<file path="src/rtl/mei_pkg.sv">
package mei_pkg;
  localparam int ST_W = 2;
  localparam int BT_W = 2;

  typedef enum logic [ST_W-1:0] {
    ST_INV = 2'b00,
    ST_EXC = 2'b01,
    ST_MOD = 2'b10,
    ST_RSV = 2'b11
  } line_st_e;

  typedef enum logic [BT_W-1:0] {
    BT_READ  = 2'b00,
    BT_RWITM = 2'b01,
    BT_WWF   = 2'b10,
    BT_WWK   = 2'b11
  } bus_t_e;

  typedef enum logic [1:0] {
    MODE_CB = 2'd0,
    MODE_WT = 2'd1,
    MODE_CI = 2'd2
  } acc_mode_e;

  typedef struct packed {
    line_st_e nxt;
    logic     castout;
    logic     fill;
    logic     retry;
    logic     push;
    logic     crd;
    logic     cwr;
    logic     bvld;
    bus_t_e   btype;
    logic     burst;
    logic     glb;
  } mei_dec_t;

  localparam int DEC_W = $bits(mei_dec_t);
endpackage

</file>
<file path="src/rtl/mei_classify.sv">
module mei_classify
  import mei_pkg::*;
(
  input  logic [ST_W-1:0] line_state,
  input  logic            tag_hit,
  input  logic            attr_wt,
  input  logic            attr_ci,
  output acc_mode_e       mode,
  output logic            hit_exc,
  output logic            hit_mod,
  output logic            miss
);
  line_st_e st;

  always_comb begin
    st      = line_st_e'(line_state);
    hit_exc = tag_hit && (st == ST_EXC);
    hit_mod = tag_hit && (st == ST_MOD);
    miss    = !(hit_exc || hit_mod);
    if (attr_ci)      mode = MODE_CI;
    else if (attr_wt) mode = MODE_WT;
    else              mode = MODE_CB;
  end
endmodule

</file>
<file path="src/rtl/mei_decode.sv">
module mei_decode
  import mei_pkg::*;
(
  input  logic            req_valid,
  input  logic            req_store,
  input  logic [ST_W-1:0] line_state,
  input  acc_mode_e       mode,
  input  logic            hit_exc,
  input  logic            hit_mod,
  input  logic            miss,
  input  logic            victim_dirty,
  input  logic            attr_gbl,
  output mei_dec_t        dec
);
  always_comb begin
    dec = '0;
    if (req_valid) begin
      unique case (mode)
        MODE_CI: begin
          dec.nxt = ST_INV;
          if (miss) begin
            dec.bvld  = 1'b1;
            dec.btype = req_store ? BT_WWF : BT_READ;
          end else if (hit_exc) begin
            dec.retry = 1'b1;
          end else begin
            dec.retry = 1'b1;
            dec.push  = 1'b1;
            dec.bvld  = 1'b1;
            dec.btype = BT_WWK;
            dec.burst = 1'b1;
          end
        end
        MODE_WT: begin
          if (!req_store) begin
            if (miss) begin
              dec.castout = victim_dirty;
              dec.fill    = 1'b1;
              dec.bvld    = 1'b1;
              dec.btype   = BT_READ;
              dec.burst   = 1'b1;
              dec.nxt     = ST_EXC;
            end else begin
              dec.crd = 1'b1;
              dec.nxt = line_st_e'(line_state);
            end
          end else if (miss) begin
            dec.bvld  = 1'b1;
            dec.btype = BT_WWF;
            dec.nxt   = ST_INV;
          end else if (hit_exc) begin
            dec.cwr   = 1'b1;
            dec.bvld  = 1'b1;
            dec.btype = BT_WWF;
            dec.nxt   = ST_EXC;
          end else begin
            dec.retry = 1'b1;
            dec.push  = 1'b1;
            dec.bvld  = 1'b1;
            dec.btype = BT_WWK;
            dec.burst = 1'b1;
            dec.nxt   = ST_EXC;
          end
        end
        default: begin
          if (miss) begin
            dec.castout = victim_dirty;
            dec.fill    = 1'b1;
            dec.bvld    = 1'b1;
            dec.btype   = req_store ? BT_RWITM : BT_READ;
            dec.burst   = 1'b1;
            dec.nxt     = req_store ? ST_MOD : ST_EXC;
          end else if (req_store) begin
            dec.cwr = 1'b1;
            dec.nxt = ST_MOD;
          end else begin
            dec.crd = 1'b1;
            dec.nxt = line_st_e'(line_state);
          end
        end
      endcase
      dec.glb = dec.bvld & attr_gbl;
    end
  end
endmodule

</file>
<file path="src/rtl/mei_out_reg.sv">
module mei_out_reg
  import mei_pkg::*;
(
  input  logic     clk,
  input  logic     rst,
  input  logic     vld_in,
  input  mei_dec_t dec_in,
  output logic     vld_q,
  output mei_dec_t dec_q
);
  always_ff @(posedge clk) begin
    if (rst) begin
      vld_q <= 1'b0;
      dec_q <= '0;
    end else begin
      vld_q <= vld_in;
      dec_q <= dec_in;
    end
  end
endmodule

</file>
<file path="src/rtl/mei_coherence_ctrl.sv">
module mei_coherence_ctrl
  import mei_pkg::*;
(
  input  logic            clk,
  input  logic            rst,
  input  logic            req_valid,
  input  logic            req_store,
  input  logic [ST_W-1:0] line_state,
  input  logic            tag_hit,
  input  logic            victim_dirty,
  input  logic            attr_wt,
  input  logic            attr_ci,
  input  logic            attr_gbl,
  output logic            rsp_valid,
  output logic [ST_W-1:0] nxt_state,
  output logic            do_castout,
  output logic            do_fill,
  output logic            do_retry,
  output logic            do_push,
  output logic            cache_rd,
  output logic            cache_wr,
  output logic            bus_req,
  output logic [BT_W-1:0] bus_type,
  output logic            bus_burst,
  output logic            bus_global
);
  acc_mode_e mode;
  logic      hit_exc, hit_mod, miss;
  mei_dec_t  dec_d, dec_q;

  mei_classify u_cls (
    .line_state (line_state),
    .tag_hit    (tag_hit),
    .attr_wt    (attr_wt),
    .attr_ci    (attr_ci),
    .mode       (mode),
    .hit_exc    (hit_exc),
    .hit_mod    (hit_mod),
    .miss       (miss)
  );

  mei_decode u_dec (
    .req_valid    (req_valid),
    .req_store    (req_store),
    .line_state   (line_state),
    .mode         (mode),
    .hit_exc      (hit_exc),
    .hit_mod      (hit_mod),
    .miss         (miss),
    .victim_dirty (victim_dirty),
    .attr_gbl     (attr_gbl),
    .dec          (dec_d)
  );

  mei_out_reg u_reg (
    .clk    (clk),
    .rst    (rst),
    .vld_in (req_valid),
    .dec_in (dec_d),
    .vld_q  (rsp_valid),
    .dec_q  (dec_q)
  );

  assign nxt_state  = dec_q.nxt;
  assign do_castout = dec_q.castout;
  assign do_fill    = dec_q.fill;
  assign do_retry   = dec_q.retry;
  assign do_push    = dec_q.push;
  assign cache_rd   = dec_q.crd;
  assign cache_wr   = dec_q.cwr;
  assign bus_req    = dec_q.bvld;
  assign bus_type   = dec_q.btype;
  assign bus_burst  = dec_q.burst;
  assign bus_global = dec_q.glb;
endmodule

</file>
<file path="config.mk">
export PLATFORM = sky130hd
export DESIGN_NAME = mei_coherence_ctrl
export DESIGN_NICKNAME = d
export VERILOG_FILES = /design/src/rtl/mei_pkg.sv /design/src/rtl/mei_classify.sv /design/src/rtl/mei_decode.sv /design/src/rtl/mei_out_reg.sv /design/src/rtl/mei_coherence_ctrl.sv
export SDC_FILE = /design/constraint.sdc
export NUM_CORES = 1
export LEC_CHECK = 0
export ABC_CLOCK_PERIOD_IN_PS = 2970
export BUFFER_PORTS_ARGS = -buffer_cell sky130_fd_sc_hd__buf_2
export CAP_MARGIN = 20
export CORE_MARGIN = 1.5
export CORE_UTILIZATION = 23
export CTS_BUF_LIST = sky130_fd_sc_hd__clkbuf_4
export DETAILED_ROUTE_END_ITERATION = 10
export SYNTH_ARGS = -nofsm -noshare
export SYNTH_HDL_FRONTEND = slang
export SYNTH_SLANG_ARGS = --single-unit
</file>
<file path="constraint.sdc">
create_clock -name clk -period 2.97 [get_ports clk]
set_clock_uncertainty 0.2 [all_clocks]
set_input_delay 0.297 -clock clk [delete_from_list [all_inputs] [get_ports clk]]
set_output_delay 0.297 -clock clk [all_outputs]
set_load 0.005 [all_outputs]
</file>
==> impl_metrics.json <==
{
  "outcome": "completed",
  "rsz0062_at_grt": "no",
  "num_rows": 18,
  "final_nets": 101,
  "synth_top_area_share_pct": 47.5,
  "htreeDepth": 1,
  "synth_area_leader_cell": "dfxtp_1",
  "fp.dieW_um": 53.7,
  "hp-class": "primary input to register",
  "globalplace.congestion": 0.848,
  "syn_inst": 66,
  "pre_cts_ws_ns": 1.39,
  "drv_cap": 0,
  "grt_pass1_wl_um": 2040,
  "gr-usage-met1_pct": 13.2,
  "wl_um": 1290,
  "clkPwrFrac_pct": 30.2,
  "hpwl_um": 990,
  "synth_nets": 77,
  "yosysUniqueCellTypes": 25,
  "die_h_um": 53.7,
  "path_max_fanout": 6,
  "switching_power_mw": 0.0866,
  "grt_max_degree": 13,
  "finalSetupViolCount": 0,
  "grt.overflow.total": 0,
  "area_delta_synth_final_pct": 26.9,
  "antenna_found_initial": 0,
  "fin_area_sq_um": 749,
  "drc": 0,
  "pwr-share-seq_pct": 55.8,
  "drive_above_1_share_pct": 33.7,
  "ir_drop_mv": 0.144,
  "yosysSeqAreaShare_pct": 47.5,
  "clock.fmax_mhz": 773,
  "synth.most_common_cell": "dfxtp_1",
  "yosys-top-cells-area": "dfxtp_1 (47%), nand2b_1 (5.3%), nand2_1 (5.1%), buf_2 (4.2%), nor3_1 (4.2%)",
  "start_util_pct": 24.1,
  "power_mw": 0.349,
  "power_frac_comb_pct": 14.1,
  "ys_ff_latch": 14,
  "viasPerCell": 4.78,
  "dieArea_sq_um": 2880,
  "crit_required_ns": 2.99,
  "relSlewSlack_pct": 73.9,
  "cts_buffer_depth": 2,
  "cts-resized-gates": 0,
  "final_util_pct": 30.5,
  "cts.sinks": 14,
  "ioPinCount": 25,
  "clkSlewWorstSetupHoldPaths_ns": 0.08,
  "synth_area_per_cell_sq_um": 8.95,
  "synth-edff-count": 0,
  "critPathArrivalTime_ns": 1.31,
  "crit_type": "primary input to register",
  "cts_root_buf": "clkbuf_4",
  "placed_cells": 115,
  "dpl_cell_area_sq_um": 723,
  "hold_viol_final": 0,
  "worst_pin_slew_ns": 0.392,
  "fin_crit_sh_pct": 43.6,
  "worst_slack_ns": 1.68,
  "coreArea_sq_um": 2450,
  "insertedDiodeCount": 0,
  "track_usage_pct": 9.84,
  "synth-warning-count": 0,
  "synth_top_flop_cell": "dfxtp_1",
  "instances_no_fill": 119,
  "tns_ns": 0,
  "cts_made_buffers": 3,
  "drt_pass1_iterations": 4,
  "total_leakage_power_nw": 0.347,
  "switching_share_pct": 24.8,
  "syn_area_sq_um": 591,
  "place.port_buffers": 24,
  "grt_pass1_vias": 484,
  "cp-end-kind": "register",
  "slew_viol_final": 0,
  "cts_tree": "built",
  "powerDensity_nw_per_um2": 466,
  "grt_util_met2_pct": 14.0,
  "wl_per_cell_um": 10.8,
  "busiest_layer": "met2",
  "layout_min_cycle_time_ns": 1.29,
  "start_kind": "primary input",
  "num_vias": 569,
  "cts_hold_buf": 0,
  "hold_ws_ns": 0.0270,
  "antenna_left": 0,
  "synth_common_cells": "dfxtp_1 (14), nand2_1 (8), buf_2 (5), nand2b_1 (5), nor3_1 (5)",
  "gr-usage-met3_pct": 1.39,
  "p_int_mw": 0.262,
  "postCtsSetupBuffers": 0,
  "async_flop_share_pct": 0,
  "drt_iter0_markers": 10
}
## metal layers
metal	share of wire, %	vias to the layer above
li1	-	278
met1	47	262
met2	42	24
met5	0	-
met3	7.5	5
met4	3.3	0
## critical path: stages
cell and delay, ns:
buf_2 0.13, or3b_1 0.48, a221oi_2 0.25, and2_1 0.16
## final timing paths
| path | from | to | slack (ns) | cells past startpoint |
|---|---|---|---|---|
| setup / recovery | attr_ci | u_reg.dec_q[10] | 1.68 | 4 |
| hold / removal | victim_dirty | u_reg.dec_q[10] | 0.03 | 2 |
## sequential cells by signal, summed over array words and instances, names as in the netlist
register	cells
u_reg.dec_q	13
u_reg.vld_q	1
## power groups by stage
stage | clock network [mW] | registers, mW | logic, mW
2_1_floorplan | 0 | 0.200 | 0.0300
3_3_place_gp | 0 | 0.199 | 0.0482
3_5_place_dp | 0 | 0.199 | 0.0484
4_1_cts | 0.110 | 0.195 | 0.0489
5_1_grt | 0.117 | 0.195 | 0.0553
6_report | 0.105 | 0.195 | 0.0491
## kinds of logic (layout without fill, tap and decap cells)
logic type	count (synthesis)	count (layout)	share of synthesized area [%]
XOR/XNOR	1	1	1.48
flip-flops	14	14	47.5
multiplexers	1	1	1.69
buffers and inverters	8	31	6.14
AO/OA/AOI/OAI	15	15	18.2
AND/OR/NAND/NOR	27	27	25.0
## final cells by class
class	instances	area (sq um)
Inverter	3	11.3
Clock inverter	1	3.75
Timing Repair Buffer	24	120
Fill cell	281	1710
Multi-Input combinational cell	44	274
Sequential cell	14	280
Clock buffer	3	22.5
Tap cell	30	37.5
## placed cells by master, fill, tap and decap left out, types with 2 or more instances in the layout
cell type | synthesis | final
nand2b_1 | 5 | 5
dfxtp_1 | 14 | 14
a31oi_1 | 3 | 3
a21oi_1 | 4 | 4
nand2_1 | 8 | 8
or3_1 | 2 | 2
buf_2 | 5 | 24
inv_1 | 3 | 3
clkbuf_4 | 0 | 3
nor3_1 | 5 | 5
o21ai_0 | 2 | 2
Note: power is estimated with default switching activity, not from simulation.
